--- config.mk ---
export PLATFORM = sky130hd
export DESIGN_NAME = plic_top
export DESIGN_NICKNAME = d
export VERILOG_FILES = /design/src/rtl/plic_pkg.sv /design/src/rtl/plic_gateway.sv /design/src/rtl/plic_target.sv /design/src/rtl/plic_top.sv
export SDC_FILE = /design/constraint.sdc
export NUM_CORES = 1
export LEC_CHECK = 0
export BUFFER_PORTS_ARGS = -buffer_cell sky130_fd_sc_hd__buf_4
export CAP_MARGIN = 20
export CORE_AREA = 2 2 219 221
export DETAILED_ROUTE_END_ITERATION = 16
export DIE_AREA = 0 0 221 223
export GPL_ROUTABILITY_DRIVEN = 0
export HOLD_SLACK_MARGIN = 0.02
export PLACE_DENSITY_LB_ADDON = 0.12
export SYNTH_ARGS = -nofsm -noshare
export SYNTH_HDL_FRONTEND = slang
export SYNTH_SLANG_ARGS = --single-unit
export TNS_END_PERCENT = 5
--- constraint.sdc ---
create_clock -name clk -period 65.2 [get_ports clk]
set_input_delay 13.04 -clock clk [delete_from_list [all_inputs] [get_ports clk]]
set_output_delay 13.04 -clock clk [all_outputs]
set_load 0.005 [all_outputs]
--- src/rtl/plic_pkg.sv ---
package plic_pkg;

  localparam int ADDR_W = 22;

  typedef enum logic [2:0] {
    K_NONE, K_PRIO, K_PEND, K_EN, K_THR, K_CLAIM
  } reg_kind_e;

  typedef struct packed {
    reg_kind_e   kind;
    logic [8:0]  ctx;
    logic [9:0]  idx;
  } reg_sel_t;

  // Strict comparison: equal to threshold is not enough.
  function automatic logic prio_wins(input logic [2:0] p, input logic [2:0] t);
    return p > t;
  endfunction

  // Address decode for the register map.
  function automatic reg_sel_t decode_addr(input logic [ADDR_W-1:0] a,
                                           input int n_ids, input int n_ctx);
    reg_sel_t s;
    int words;
    int off;
    words = (n_ids + 31) / 32;
    s = '{kind: K_NONE, ctx: '0, idx: '0};
    if (a[1:0] == 2'b00) begin
      if (a[21:12] == 10'd0) begin
        if (int'(a[11:2]) < n_ids) begin
          s.kind = K_PRIO;
          s.idx  = a[11:2];
        end
      end else if (a[21:12] == 10'd1) begin
        if (a[11:7] == 5'd0 && int'(a[6:2]) < words) begin
          s.kind = K_PEND;
          s.idx  = {5'd0, a[6:2]};
        end
      end else if (a[21] == 1'b0) begin
        off = int'(a) - 32'h2000;
        if (off >= 0 && (off >> 7) < n_ctx && ((off >> 2) & 31) < words) begin
          s.kind = K_EN;
          s.ctx  = 9'(off >> 7);
          s.idx  = 10'((off >> 2) & 31);
        end
      end else begin
        if (int'(a[20:12]) < n_ctx && a[11:3] == 9'd0) begin
          s.kind = a[2] ? K_CLAIM : K_THR;
          s.ctx  = a[20:12];
        end
      end
    end
    return s;
  endfunction

endpackage

--- src/rtl/plic_gateway.sv ---
module plic_gateway #(
  parameter bit EDGE = 1'b0
) (
  input  logic clk,
  input  logic rst_n,
  input  logic src_i,
  input  logic claim_i,
  input  logic complete_i,
  output logic pending_o,
  output logic inflight_o
);
  logic pend_q, held_q, req;

  generate
    if (EDGE) begin : g_edge
      logic src_q;
      always_ff @(posedge clk) begin
        if (!rst_n) src_q <= 1'b0;
        else        src_q <= src_i;
      end
      assign req = src_i & ~src_q;
      assert_edge_only_R10: assert property (@(posedge clk) disable iff (!rst_n)
        $rose(pend_q) |-> ($past(src_i) && !$past(src_q)));
    end else begin : g_level
      assign req = src_i;
      assert_level_pend_R9: assert property (@(posedge clk) disable iff (!rst_n)
        $rose(pend_q) |-> $past(src_i));
    end
  endgenerate

  always_ff @(posedge clk) begin
    if (!rst_n) begin
      pend_q <= 1'b0;
      held_q <= 1'b0;
    end else begin
      pend_q <= (pend_q & ~claim_i) | (req & ~pend_q & ~held_q);
      held_q <= (held_q | claim_i) & ~complete_i;
    end
  end

  assign pending_o  = pend_q;
  assign inflight_o = held_q;

  assert_held_not_pending_R7: assert property (@(posedge clk) disable iff (!rst_n)
    !(pend_q && held_q));
  assert_claim_clears_R6: assert property (@(posedge clk) disable iff (!rst_n)
    claim_i |=> !pend_q);
  assert_release_by_write_R8: assert property (@(posedge clk) disable iff (!rst_n)
    $fell(held_q) |-> $past(complete_i));
endmodule

--- src/rtl/plic_target.sv ---
module plic_target
  import plic_pkg::*;
#(
  parameter int NUM_IDS = 32,
  parameter int PRIO_W  = 3,
  parameter int ID_W    = 5
) (
  input  logic                             clk,
  input  logic                             rst_n,
  input  logic [NUM_IDS-1:0]               pend_i,
  input  logic [NUM_IDS-1:0]               en_i,
  input  logic [NUM_IDS-1:0][PRIO_W-1:0]   prio_i,
  input  logic [PRIO_W-1:0]                thr_i,
  output logic [ID_W-1:0]                  win_id_o,
  output logic                             win_any_o
);
  logic [PRIO_W-1:0] best;

  // Ascending scan with strict compare keeps the lowest ID on ties.
  always_comb begin
    win_id_o  = '0;
    win_any_o = 1'b0;
    best      = thr_i;
    for (int i = 1; i < NUM_IDS; i++) begin
      if (pend_i[i] && en_i[i] && prio_wins(prio_i[i], best)) begin
        best      = prio_i[i];
        win_id_o  = ID_W'(i);
        win_any_o = 1'b1;
      end
    end
  end

  assert_winner_eligible_R4: assert property (@(posedge clk) disable iff (!rst_n)
    win_any_o |-> (pend_i[win_id_o] && en_i[win_id_o] && prio_i[win_id_o] > thr_i));
  assert_winner_nonzero_R5: assert property (@(posedge clk) disable iff (!rst_n)
    win_any_o |-> (win_id_o != '0));
endmodule

--- src/rtl/plic_top.sv ---
module plic_top
  import plic_pkg::*;
#(
  parameter int                 NUM_IDS   = 32,
  parameter int                 N_CTX     = 2,
  parameter int                 PRIO_W    = 3,
  parameter logic [NUM_IDS-1:0] EDGE_MASK = 32'hFFFF_0000
) (
  input  logic                 clk,
  input  logic                 rst_n,
  input  logic [NUM_IDS-1:0]   src_i,
  input  logic                 rd_en_i,
  input  logic [ADDR_W-1:0]    rd_addr_i,
  output logic [31:0]          rd_data_o,
  input  logic                 wr_en_i,
  input  logic [ADDR_W-1:0]    wr_addr_i,
  input  logic [31:0]          wr_data_i,
  output logic [N_CTX-1:0]     irq_o
);
  localparam int ID_W  = (NUM_IDS > 1) ? $clog2(NUM_IDS) : 1;
  localparam int CTX_W = (N_CTX > 1) ? $clog2(N_CTX) : 1;
  localparam int WORDS = (NUM_IDS + 31) / 32;

  logic [NUM_IDS-1:0][PRIO_W-1:0] prio_q;
  logic [N_CTX-1:0][NUM_IDS-1:0]  en_q;
  logic [N_CTX-1:0][PRIO_W-1:0]   thr_q;
  logic [N_CTX-1:0][ID_W-1:0]     win_id;
  logic [N_CTX-1:0]               win_any;
  logic [N_CTX-1:0]               irq_q;
  logic [NUM_IDS-1:0]             pend, held, claim_src, cmp_src;
  logic [31:0]                    rd_val, rd_q;

  reg_sel_t rsel, wsel;
  logic [CTX_W-1:0] rctx, wctx;
  logic [ID_W-1:0]  ridx, widx;

  assign rsel = decode_addr(rd_addr_i, NUM_IDS, N_CTX);
  assign wsel = decode_addr(wr_addr_i, NUM_IDS, N_CTX);
  assign rctx = rsel.ctx[CTX_W-1:0];
  assign wctx = wsel.ctx[CTX_W-1:0];
  assign ridx = rsel.idx[ID_W-1:0];
  assign widx = wsel.idx[ID_W-1:0];

  // Named events: a claim read, and a completion write.
  logic claim_rd, cmp_wr;
  assign claim_rd = rd_en_i && rsel.kind == K_CLAIM;
  assign cmp_wr   = wr_en_i && wsel.kind == K_CLAIM;

  assign pend[0]      = 1'b0;
  assign held[0]      = 1'b0;
  assign claim_src[0] = 1'b0;
  assign cmp_src[0]   = 1'b0;

  generate
    for (genvar i = 1; i < NUM_IDS; i++) begin : g_src
      assign claim_src[i] = claim_rd && win_any[rctx] && win_id[rctx] == ID_W'(i);
      assign cmp_src[i]   = cmp_wr && wr_data_i == 32'(i) && en_q[wctx][i];
      plic_gateway #(.EDGE(EDGE_MASK[i])) u_gw (
        .clk        (clk),
        .rst_n      (rst_n),
        .src_i      (src_i[i]),
        .claim_i    (claim_src[i]),
        .complete_i (cmp_src[i]),
        .pending_o  (pend[i]),
        .inflight_o (held[i])
      );
    end
    for (genvar c = 0; c < N_CTX; c++) begin : g_ctx
      plic_target #(.NUM_IDS(NUM_IDS), .PRIO_W(PRIO_W), .ID_W(ID_W)) u_tgt (
        .clk       (clk),
        .rst_n     (rst_n),
        .pend_i    (pend),
        .en_i      (en_q[c]),
        .prio_i    (prio_q),
        .thr_i     (thr_q[c]),
        .win_id_o  (win_id[c]),
        .win_any_o (win_any[c])
      );
      assert_claim_above_thr_R4: assert property (@(posedge clk) disable iff (!rst_n)
        (claim_rd && rctx == CTX_W'(c) && win_any[c]) |-> (prio_q[win_id[c]] > thr_q[c]));
    end
  endgenerate

  // Register writes
  always_ff @(posedge clk) begin
    if (!rst_n) begin
      prio_q <= '0;
      en_q   <= '0;
      thr_q  <= '0;
    end else if (wr_en_i) begin
      case (wsel.kind)
        K_PRIO: if (widx != '0) prio_q[widx] <= wr_data_i[PRIO_W-1:0];
        K_EN: begin
          for (int b = 0; b < 32; b++) begin
            if (int'(wsel.idx) * 32 + b < NUM_IDS && int'(wsel.idx) * 32 + b != 0)
              en_q[wctx][int'(wsel.idx) * 32 + b] <= wr_data_i[b];
          end
        end
        K_THR: thr_q[wctx] <= wr_data_i[PRIO_W-1:0];
        default: ;
      endcase
    end
  end

  // Read mux
  always_comb begin
    rd_val = '0;
    case (rsel.kind)
      K_PRIO:  rd_val[PRIO_W-1:0] = prio_q[ridx];
      K_PEND: begin
        for (int b = 0; b < 32; b++)
          if (int'(rsel.idx) * 32 + b < NUM_IDS) rd_val[b] = pend[int'(rsel.idx) * 32 + b];
      end
      K_EN: begin
        for (int b = 0; b < 32; b++)
          if (int'(rsel.idx) * 32 + b < NUM_IDS) rd_val[b] = en_q[rctx][int'(rsel.idx) * 32 + b];
      end
      K_THR:   rd_val[PRIO_W-1:0] = thr_q[rctx];
      K_CLAIM: rd_val[ID_W-1:0]   = win_id[rctx];
      default: ;
    endcase
  end

  always_ff @(posedge clk) begin
    if (!rst_n) begin
      rd_q  <= '0;
      irq_q <= '0;
    end else begin
      if (rd_en_i) rd_q <= rd_val;
      irq_q <= win_any;
    end
  end

  assign rd_data_o = rd_q;
  assign irq_o     = irq_q;

  assert_one_claim_R5: assert property (@(posedge clk) disable iff (!rst_n)
    $countones(claim_src) <= 1);
  assert_id0_silent_R2: assert property (@(posedge clk) disable iff (!rst_n)
    prio_q[0] == '0 && en_q[0][0] == 1'b0);

  logic unused_ok;
  assign unused_ok = ^{WORDS, rsel.idx, wsel.idx};
endmodule

**Yosys cells after proc, flatten, opt, wreduce, memory -nomap -nowiden**

Index checks and enable logic that the tools add are counted.

- $add $sub $neg: 64
- Order comparisons: 240
- Equal/unequal tests: 73
- Multiplexer cells: 773
- Bitwise gates (word level): 342
- Reductions and logical operators: 338

Operators by type and width:

| kind | count |
|---|---|
| $mux 64 | 125 |
| $bwmux 64 | 32 |
| $lt 32x7->1 const B | 62 |
| $mux 32 | 35 |
| $demux 32 s1 | 32 |
| $reduce_bool 32->1 | 32 |
| $lt 16x6->1 const B | 62 |
| $add 15x5->16 const B | 32 |
| $eq 32x5->1 const B | 16 |
| $ge 16x1->1 const B | 31 |
| $bmux 1 s5 | 62 |
| $logic_and 1x1->1 | 294 |
| $mux 1 | 293 |
| $add 15x4->16 const B | 16 |
| $eq 32x4->1 const B | 8 |
| $mux 3 | 77 |
| $gt 3x3->1 | 62 |
| $mux 5 | 36 |
| $demux 1 s5 | 31 |
| $and 1x1->1 | 140 |
| $not 1->1 | 140 |
| $add 15x3->16 const B | 8 |
| $eq 32x3->1 const B | 4 |
| $bwmux 96 | 1 |
| 47 further kinds | 199 |

- Register bits: 278
- Output and inout port bits: 34

**Longest topological paths before layout**

Gate-level depths: netlist of run 1.

- Depth after elaboration: 171
- Depth in mapped cells: 225

**Modules after synthesis**

Synthesis of run 1 repeated with hierarchy kept, for this count alone.

- Cells, all modules: 3024
- Area, all modules: 23224.8 um^2

Modules (own cells, without submodules):

| module | instances | cells each | area each (um^2) | seq. area each (um^2) |
|---|---|---|---|---|
| plic_top | 1 | 1344 | 10876.7 | 4003.8 |
| plic_target (g_ctx[0].u_tgt) | 1 | 739 | 4829.6 | 0.0 |
| plic_target (g_ctx[1].u_tgt) | 1 | 692 | 4575.6 | 0.0 |
| plic_gateway (g_src[16].u_gw ...) | 16 | 9 | 108.9 | 60.1 |
| plic_gateway (g_src[10].u_gw ...) | 15 | 7 | 80.1 | 40.0 |

**Worst setup path after synthesis of run 1**

Ideal clock, no wire load.

- Path kind: register to register
- From: reg thr_q[5] (netlist bit)
- To: reg g_src[15].u_gw.pend_q
- Arrival: 38.728 ns
- Required time: 65.085 ns
- Setup slack: 26.358 ns
- Stages on the path, launching flop included: 200
- Buffers on the path: 0
- Clock period less this slack: 38.842 ns
- Cell sequence: dfxtp_1 > inv_1 > ha_1 > nor2_1 > a31o_2 > nor2_1 > mux2_2 > ha_1 > nor2_1 > a31oi_1 > nor3_1 > o21ai_0 > mux2_2 > ha_1 > o32ai_1 > a31oi_1 > or3_1 > mux2_2 > (+164 left out) > nor2_1 > mux2i_1 > ha_1 > nor2b_1 > o21a_1 > o2111ai_1 > o21ai_0 > ha_1 > nor2b_1 > o21a_1 > o2111ai_1 > nand2_1 > nor2_1 > nand4_1 > nor4_1 > nor2_1 > or4_1 > o21ba_1

- Word-level cells in the longest chain between the ends: 100
- Elaborated cells on any way between the ends: 164
- Classes of those cells: order compare: 31; eq/ne: 1; mux: 96; bitwise: 3; reduce/logical: 33

Ends and longest elaborated chain:

| what | line | source |
|---|---|---|
| start, declared | plic_top.sv:26 | `logic [N_CTX-1:0][PRIO_W-1:0] thr_q;` |
| start signal, assigned by index | plic_top.sv:99 | `K_THR: thr_q[wctx] <= wr_data_i[PRIO_W-1:0];` |
| $gt 3x3->1 | plic_pkg.sv:17 | `return p > t;` |
| $logic_and 1x1->1 | plic_target.sv:25 | `if (pend_i[i] && en_i[i] && prio_wins(prio_i[i], best)) begin` |
| $mux 3 | plic_target.sv:25 |  |
| $gt 3x3->1 | plic_pkg.sv:17 |  |
| $logic_and 1x1->1 | plic_target.sv:25 |  |
| $mux 3 | plic_target.sv:25 |  |
| $gt 3x3->1 | plic_pkg.sv:17 |  |
| $logic_and 1x1->1 | plic_target.sv:25 |  |
| (+83 left out) | n/a |  |
| $logic_and 1x1->1 | plic_target.sv:25 |  |
| $mux 5 or $mux 1 (tied branches) | plic_target.sv:25 |  |
| $mux 5 (not written as such) or $mux 1 (tied branches) (2 in a row) | plic_top.sv:56 | `assign claim_src[i] = claim_rd && win_any[rctx] && win_id[rctx] == ID_W'(i);` |
| $eq 5x4->1 or $logic_and 1x1->1 (tied branches) | plic_top.sv:56 |  |
| $logic_and 1x1->1 (*) | plic_top.sv:56 |  |
| $not 1->1 (*) | plic_gateway.sv:36 | `pend_q <= (pend_q & ~claim_i) \| (req & ~pend_q & ~held_q);` |
| $and 1x1->1 (*) | plic_gateway.sv:36 |  |
| $or 1x1->1 (*) | plic_gateway.sv:36 |  |
| end signal, assigned | plic_gateway.sv:36 |  |
| end, declared | plic_gateway.sv:12 | `logic pend_q, held_q, req;` |

Mark *: on every way between the ends. The rest lies on a longest branch, timed or not. The select of a mux whose other input is x is not followed.
A chain may end at the register's enable or synchronous reset.

**Final worst setup path of run 1**

- From: reg prio_q[5] (netlist bit)
- To: reg g_src[3].u_gw.pend_q

- Word-level cells in the longest chain between the ends: 100
- Elaborated cells on any way between the ends: 318
- Classes of those cells: order compare: 62; eq/ne: 1; mux: 188; bitwise: 3; reduce/logical: 64

Ends and longest elaborated chain:

| what | line | source |
|---|---|---|
| start, declared | plic_top.sv:24 | `logic [NUM_IDS-1:0][PRIO_W-1:0] prio_q;` |
| start signal, assigned by index | plic_top.sv:92 | `K_PRIO: if (widx != '0) prio_q[widx] <= wr_data_i[PRIO_W-1:0];` |
| $gt 3x3->1 | plic_pkg.sv:17 |  |
| $logic_and 1x1->1 | plic_target.sv:25 |  |
| $mux 3 | plic_target.sv:25 |  |
| $gt 3x3->1 | plic_pkg.sv:17 |  |
| $logic_and 1x1->1 | plic_target.sv:25 |  |
| $mux 3 | plic_target.sv:25 |  |
| $gt 3x3->1 | plic_pkg.sv:17 |  |
| $logic_and 1x1->1 | plic_target.sv:25 |  |
| (+83 left out) | n/a |  |
| $logic_and 1x1->1 | plic_target.sv:25 |  |
| $mux 5 or $mux 1 (tied branches) | plic_target.sv:25 |  |
| $mux 5 (not written as such) or $mux 1 (tied branches) (2 in a row) | plic_top.sv:56 |  |
| $eq 5x2->1 or $logic_and 1x1->1 (tied branches) | plic_top.sv:56 |  |
| $logic_and 1x1->1 (*) | plic_top.sv:56 |  |
| $not 1->1 (*) | plic_gateway.sv:36 |  |
| $and 1x1->1 (*) | plic_gateway.sv:36 |  |
| $or 1x1->1 (*) | plic_gateway.sv:36 |  |
| end signal, assigned | plic_gateway.sv:36 |  |
| end, declared | plic_gateway.sv:12 |  |

Marked as above.

==> impl_metrics.toml, run 1 <==
[logic_synthesis]
yosys_most_used_dff = "sky130_fd_sc_hd__dfxtp_1"
synth_sequential_area_ratio = 0.2449
postSynthAreaPerCell_um2 = 7.298
synthesis.instances = 3114
syn-num-nets = 3302
yosysWarnings = 0
synth_enable_flop_cells = 0
postSynthRegisterBits = 278
synth-async-reset-ratio = 0
post_synth_num_cell_types = 112
netlist_area_mm2 = 0.02273

[detailed_routing]
wirelength_um = 87190
detail_route.vias_per_cell = 6.467
detailed_router_s_first_iteration_violation_count = 2528
dr.pass1.iters = 6
detail_route.drc_violations = 0
drtAntennaViolNets = 0
vias = 24410
drt-wirelength-per-cell_um = 23.10

[pwr]
power-per-cell-area_mw_per_mm2 = 15.86
power_mw = 0.4009
power.static_leakage_nw = 9.560
ir_worst_vdd_v = 0.00002324

[critical_path]
critical_path.max_stage_delay_ns = 0.97
worstPathBufferInverterCount = 3
worstPathRequired_ns = 65.57
critPathCaptureType = "flop"
crit_family = "compound AO/OA/AOI/OAI gates"
critPathSlowestCell = "sky130_fd_sc_hd__a2111oi_0"
worst-endpoint-arrival_ns = 47.03
start_kind = "flop"
r2r_setup_slack_ns = 18.54
crit_fanout = 11
crit_top_cell = "sky130_fd_sc_hd__nor2_1"
critical_path_class = "reg -> reg"

[floorplan]
die_footprint_mm2 = 0.04928
rows = 80
die_y_um = 223
io_pins = 146
core-area_mm2 = 0.04715
initial_core_util = 0.4821
fp.dieW_um = 221

[min_path]
worst_hold_path_type = "reg -> reg"

[cells_and_area]
fraction_of_layout_cells_with_a_size_suffix_above_1 = 0.1070
finalNetCount = 3324
fillCellCount = 4540
stdcell_count = 3774
finalInstanceArea_mm2 = 0.02529
finish.utilization = 0.5363
antenna_cells_inserted = 0
flow.area_growth_from_synthesis_pct = 11.26

[grt]
grt.overflow.total = 0
grt_pass1_wl_um = 132500
maximum_number_of_pins_on_one_net_before_global_route_repair = 110
first_global_vias = 23090
globalRouteTotalUtil = 0.3397
antenna_found_initial = 0

[sta]
max_freq_ghz = 0.02143
final.period_utilization = 0.7156
report.final.hold_viol_count = 0
finalSetupViolCount = 0
final-max-slew-violation-count = 0
finalClockSkew_ns = 0.02798
final.setup.worst_slack_ns = 18.54
setup_repair_after_global_routing_missed_its_margin = "no"
holdWs_ns = 0.4524
finalCriticalPeriod_ns = 46.66
worst_slew_pin_slew_ns = 1.220
timing.setup.tns_ns = 0
slew_headroom = 0.1658

[placement]
placedCellCount = 3714
placement.setup.worst_slack_ns = 19.78
placement.io_buffers = 144
place_hpwl_um = 64240
cell_area_after_placement_mm2 = 0.02409

[clocking]
ctsHtreeMaxLevel = 2
tritoncts.num_buffers = 34
hold_buffers = 0
post-cts-setup-buffers = 0
clock_tree.root_cell = "sky130_fd_sc_hd__clkbuf_16"
clk_latency_ns = 0.57
cts_buffer_depth = 3
post_cts_resized = 0
tritoncts = "built"
cts_sinks = 278
clk_pin_slew_worst_paths_ns = 0.06

[job]
max_capacitance_violation_count = 0

[status]
run_status = "completed"
## worst paths after layout
kind,start,to,depth (start not counted)
min reg2reg,g_src[3].u_gw.inflight_o,g_src[3].u_gw.inflight_o,2
max,prio_q[5],g_src[3].u_gw.pending_o,199
max reg2reg,prio_q[5],g_src[3].u_gw.pending_o,199
min,g_src[3].u_gw.inflight_o,g_src[3].u_gw.inflight_o,2
## worst reg2reg max path, delay by kind of cell, from the launching register on
| kind | cells | cell delay (ns) |
|---|---|---|
| AO/OA/AOI/OAI | 76 | 19.21 |
| adder cells (fa/ha/maj) | 43 | 12.66 |
| AND/OR/NAND/NOR | 69 | 10.76 |
| multiplexers | 8 | 2.99 |
| flip-flops | 1 | 0.63 |
| buffers and inverters | 3 | 0.27 |
## cells in the mapped netlist, types with 16 or more instances
master,number,area share
sky130_fd_sc_hd__nand2_1,446,0.074
sky130_fd_sc_hd__dfxtp_1,278,0.24
sky130_fd_sc_hd__nor2_1,267,0.044
sky130_fd_sc_hd__a21oi_1,202,0.044
sky130_fd_sc_hd__clkbuf_1,153,0.025
sky130_fd_sc_hd__mux2i_1,150,0.066
sky130_fd_sc_hd__nor2b_1,147,0.040
sky130_fd_sc_hd__nand3_1,133,0.029
sky130_fd_sc_hd__o21ai_0,129,0.028
sky130_fd_sc_hd__inv_1,108,0.018
sky130_fd_sc_hd__a21boi_0,91,0.030
sky130_fd_sc_hd__ha_1,76,0.042
sky130_fd_sc_hd__and2_1,64,0.018
sky130_fd_sc_hd__nor3_1,58,0.013
sky130_fd_sc_hd__a31oi_1,48,0.013
sky130_fd_sc_hd__and3_1,48,0.013
sky130_fd_sc_hd__o31ai_1,44,0.015
sky130_fd_sc_hd__o211ai_1,38,0.013
sky130_fd_sc_hd__nor4_1,32,0.0088
sky130_fd_sc_hd__o22ai_1,28,0.0077
sky130_fd_sc_hd__a21o_1,27,0.0089
sky130_fd_sc_hd__nor3b_1,26,0.0086
sky130_fd_sc_hd__o31a_1,26,0.010
sky130_fd_sc_hd__or3_1,26,0.0072
sky130_fd_sc_hd__nand4_1,25,0.0069
sky130_fd_sc_hd__o21a_1,25,0.0083
sky130_fd_sc_hd__a211oi_1,24,0.0079
sky130_fd_sc_hd__or2_2,24,0.0066
sky130_fd_sc_hd__maj3_1,23,0.010
sky130_fd_sc_hd__nand2b_1,23,0.0063
sky130_fd_sc_hd__o211a_1,16,0.0070
## area by class of cell
| class | count | area, µm² | share of cell area |
|---|---|---|---|
| clock buffer | 47 | 1001 | 0.03959 |
| clock inverter | 12 | 187.7 | 0.007422 |
| inverter | 108 | 405.4 | 0.01603 |
| multi-input combinational | 2548 | 16100 | 0.6368 |
| sequential | 278 | 5565 | 0.2201 |
| tap | 615 | 769.5 | 0.03043 |
| timing repair buffer | 166 | 1254 | 0.04958 |
## cell usage in the layout, fill, tap and decap left out, drive strengths merged, types with 11 or more instances in the layout
master and n:
o211a 16, nand2 447, a211oi 25, clkbuf 47
mux2i 150, and2 65, o211ai 40, maj3 24
a21oi 209, ha 76, buf 166, nand2b 23
inv 108, a21o 27, dfxtp 278, or3 27
nor3b 27, a2111oi 11, and3 48, a21boi 94
mux2 14, nor2 267, o221ai 13, nand4 26
o22ai 28, a31oi 51, a311oi 11, o21a 27
o21ai 141, nand3 135, or2 26, o2111ai 15
nor4 34, o31ai 44, nor2b 149, a31o 15
o31a 26, nor3 68
## sequential cells by signal, summed over array words and instances, names as in the netlist
name,cells
rd_data_o,32
irq_o,2
thr_q,6
g_src.u_gw.inflight_o,31
en_q,64
prio_q,96
g_src.u_gw.g_edge.src_q,16
g_src.u_gw.pending_o,31
## kinds of logic after synthesis
logic type | count (synthesis) | synth area share
multiplexers | 165 | 0.07399
buffers and inverters | 288 | 0.04850
AND/OR/NAND/NOR | 1379 | 0.3007
XOR/XNOR | 3 | 0.001156
flip-flops | 278 | 0.2449
AO/OA/AOI/OAI | 901 | 0.2783
adder cells (fa/ha/maj) | 100 | 0.05247
## report_power, final
part / switching, mW / internal, mW
combinational: 0.0114 / 0.00945
clock: 0.0810 / 0.123
sequential: 0.00376 / 0.172
## per-layer routing
| metal | up-vias | track usage | routed length [µm] |
|---|---|---|---|
| met4 | 0 | 0.1944 | 5399 |
| li1 | 11400 | - | - |
| met3 | 287 | 0.05057 | 7146 |
| met5 | - | 0 | 0 |
| met1 | 11590 | 0.4280 | 35620 |
| met2 | 1133 | 0.5546 | 39020 |
(Power assumes the default switching activity.)
==> run 2, diff against run 1 <==
--- a/config.mk
+++ b/config.mk
@@ -5,11 +5,12 @@
 export SDC_FILE = /design/constraint.sdc
 export NUM_CORES = 1
 export LEC_CHECK = 0
+export ABC_AREA = 1
 export BUFFER_PORTS_ARGS = -buffer_cell sky130_fd_sc_hd__buf_4
 export CAP_MARGIN = 20
-export CORE_AREA = 2 2 219 221
+export CORE_AREA = 2 2 209 211
 export DETAILED_ROUTE_END_ITERATION = 16
-export DIE_AREA = 0 0 221 223
+export DIE_AREA = 0 0 211 213
 export GPL_ROUTABILITY_DRIVEN = 0
 export HOLD_SLACK_MARGIN = 0.02
 export PLACE_DENSITY_LB_ADDON = 0.12
==> constraint.sdc (replaced) <==
create_clock -name clk -period 38.1 [get_ports clk]
set_input_delay 7.62 -clock clk [delete_from_list [all_inputs] [get_ports clk]]
set_output_delay 7.62 -clock clk [all_outputs]
set_load 0.005 [all_outputs]
==> impl_metrics.toml, run 2 <==
[status]
run_status = "completed"

[grt]
globalRouteTotalUtil = 0.3218
maximum_number_of_pins_on_one_net_before_global_route_repair = 94
first_global_vias = 20300
grt.overflow.total = 0
antenna_found_initial = 0
grt_pass1_wl_um = 112400

[placement]
cell_area_after_placement_mm2 = 0.02214
placement.io_buffers = 144
placedCellCount = 3709
placement.setup.worst_slack_ns = 1.766
place_hpwl_um = 56190

[clocking]
clk_latency_ns = 0.58
cts_buffer_depth = 3
clk_pin_slew_worst_paths_ns = 0.06
tritoncts = "built"
ctsHtreeMaxLevel = 2
cts_sinks = 278
clock_tree.root_cell = "sky130_fd_sc_hd__clkbuf_16"
tritoncts.num_buffers = 35

[critical_path]
worstPathRequired_ns = 38.60
critical_path.max_stage_delay_ns = 0.39
crit_family = "compound AO/OA/AOI/OAI gates"
crit_top_cell = "sky130_fd_sc_hd__nand2_2"
critPathSlowestCell = "sky130_fd_sc_hd__dfxtp_1"
crit_fanout = 12
critical_path_class = "reg -> reg"
worstPathBufferInverterCount = 16
worst_setup_path_startpoint = "thr_q[5]"
worst-endpoint-arrival_ns = 35.36
critPathCaptureType = "flop"
crit-reg2reg-launch = "thr_q[5]"
start_kind = "flop"

[logic_synthesis]
postSynthAreaPerCell_um2 = 6.668
yosysMostFrequentCell = "sky130_fd_sc_hd__nand2_1"
synthesis.instances = 3103
yosys-top-cells-count = "sky130_fd_sc_hd__nand2_1 (493), sky130_fd_sc_hd__inv_1 (395), sky130_fd_sc_hd__o21ai_0 (388)"
syn-num-nets = 3291
yosysWarnings = 0
post_synth_num_cell_types = 70
post-synth-top-area-fraction = 0.2690
postSynthRegisterBits = 278
largest_cells_by_area_after_synthesis = "sky130_fd_sc_hd__dfxtp_1 (27%), sky130_fd_sc_hd__o21ai_0 (9.4%), sky130_fd_sc_hd__nand2_1 (8.9%)"
netlist_area_mm2 = 0.02069
synth.largest_area_cell = "sky130_fd_sc_hd__dfxtp_1"
synth_sequential_area_ratio = 0.2690
synth-async-reset-ratio = 0
synth_enable_flop_cells = 0
yosys_most_used_dff = "sky130_fd_sc_hd__dfxtp_1"

[floorplan]
io_pins = 146
die_y_um = 213
core-area_mm2 = 0.04270
rows = 76
fp.dieW_um = 211
die_footprint_mm2 = 0.04494
initial_core_util = 0.4846

[detailed_routing]
detail_route.drc_violations = 0
drtAntennaViolNets = 0
detail_route.vias_per_cell = 5.845
detailed_router_s_first_iteration_violation_count = 2419
vias = 22100
dr.pass1.iters = 7
drt-wirelength-per-cell_um = 19.44
wirelength_um = 73520

[min_path]
worst_hold_path_type = "reg -> reg"
worstHoldStart = "prio_q[1]"

[cells_and_area]
finish.utilization = 0.5479
layout_common_cells = "sky130_fd_sc_hd__nand2_1 (493), sky130_fd_sc_hd__inv_1 (394), sky130_fd_sc_hd__o21ai_0 (359), sky130_fd_sc_hd__dfxtp_1 (278), sky130_fd_sc_hd__nor2_1 (269)"
antenna_cells_inserted = 0
stdcell_count = 3781
largest_register_ff_count = 96
finalNetCount = 3397
layout.cells.most_common = "sky130_fd_sc_hd__nand2_1"
fraction_of_layout_cells_with_a_size_suffix_above_1 = 0.1870
top_register = "prio_q"
finalInstanceArea_mm2 = 0.02339
flow.area_growth_from_synthesis_pct = 13.05

[pwr]
ir_worst_vdd_v = 0.00002990
power-per-cell-area_mw_per_mm2 = 29.06
power.static_leakage_nw = 9.992

[sta]
setup_repair_after_global_routing_missed_its_margin = "no"
finalCriticalPeriod_ns = 34.85
final.setup.worst_slack_ns = 3.247
worst_slew_pin_slew_ns = 0.9546
final-max-slew-violation-count = 0
report.final.hold_viol_count = 0
finalSetupViolCount = 0
slew_headroom = 0.3636
max_freq_ghz = 0.02869
final.period_utilization = 0.9148
timing.setup.tns_ns = 0
finalClockSkew_ns = 0.02806

[job]
max_capacitance_violation_count = 0
-- run 2: changes by cell type after synthesis, sizes merged, moves of 39 or more --
cell | previous run | this run
inv | 108 | 416
o21ai | 141 | 394
nand2 | 447 | 665
nor2b | 149 | 0
mux2i | 150 | 2
nand3 | 135 | 263
a21boi | 94 | 0
a211oi | 25 | 93
clkbuf | 154 | 90
and2 | 65 | 5
and3 | 48 | 2
o31ai | 44 | 5
-- run 2: layout make-up --
class / instances / area, µm²
flip-flops and latches: 278 / 5565
multi-input cells: 2298 / 13070
clock buffers: 47 / 980.9
well taps: 546 / 683.2
fillers: 4159 / 19300
clock inverters: 16 / 185.2
repair buffers: 169 / 1266
inverters: 427 / 1642
-- run 2: cells by family after synthesis --
logic type / share of synthesized area
simple gates: 0.3162
compound gates: 0.2453
buf+inv: 0.1015
flops: 0.2690
fa+ha+maj: 0.04596
mux: 0.02002
xor+xnor: 0.002116
-- run 2: per-layer routing --
| metal | global-route usage | up-vias | wire [µm] | part of all wire |
|---|---|---|---|---|
| met2 | 0.4881 | 917 | 30990 | 0.42 |
| met3 | 0.05516 | 146 | 6430 | 0.087 |
| met4 | 0.1285 | 0 | 2846 | 0.039 |
| met5 | 0 | - | 0 | 0 |
| met1 | 0.4527 | 10310 | 33260 | 0.45 |
| li1 | - | 10730 | - | - |
-- run 2: path summary, 6_finish.rpt --
kind,endpoint,slack (ns),cells after the start
hold reg to reg,prio_q[1],0.43,2
hold / removal,prio_q[1],0.43,2
setup / recovery,g_src[18].u_gw.inflight_o,3.25,202
setup reg to reg,g_src[18].u_gw.inflight_o,3.25,202
-- run 2: timing repair --
action                                  4_1_cts  5_1_grt
gates resized for setup                       0       34
endpoints found under the setup margin        0       69
endpoints found under the hold margin         0        0
setup buffers                                 0        8
hold buffers                                  0        0
-- run 2: worst reg2reg max path, delay by kind of cell (launching register included) --
family                     cells  cell delay (ns)
and+or+nand+nor               93             9.93
AOI/OAI and AO/OA             62            13.92
DFF                            1             0.39
adders and majority gates     31             9.04
buffers and inverters         16             1.58
-- run 2: stage by stage --
stage          hold WS (ns)  power (mW)
4_1_cts              0.4313      0.6817
3_3_place_gp         0.4141      0.3447
6_report             0.4311      0.6796
3_5_place_dp         0.4184      0.3456
2_1_floorplan        0.4040      0.3226
5_1_grt              0.4510      0.6964
-- run 2: report_power, final --
| part | switching [mW] | leakage [nW] | total [mW] | internal [mW] |
|---|---|---|---|---|
| clock network | 0.142 | 0.566 | 0.339 | 0.197 |
| logic | 0.0243 | 7.17 | 0.0392 | 0.0149 |
| registers | 0.00562 | 2.26 | 0.301 | 0.296 |
| total | 0.172 | 9.99 | 0.680 | 0.508 |
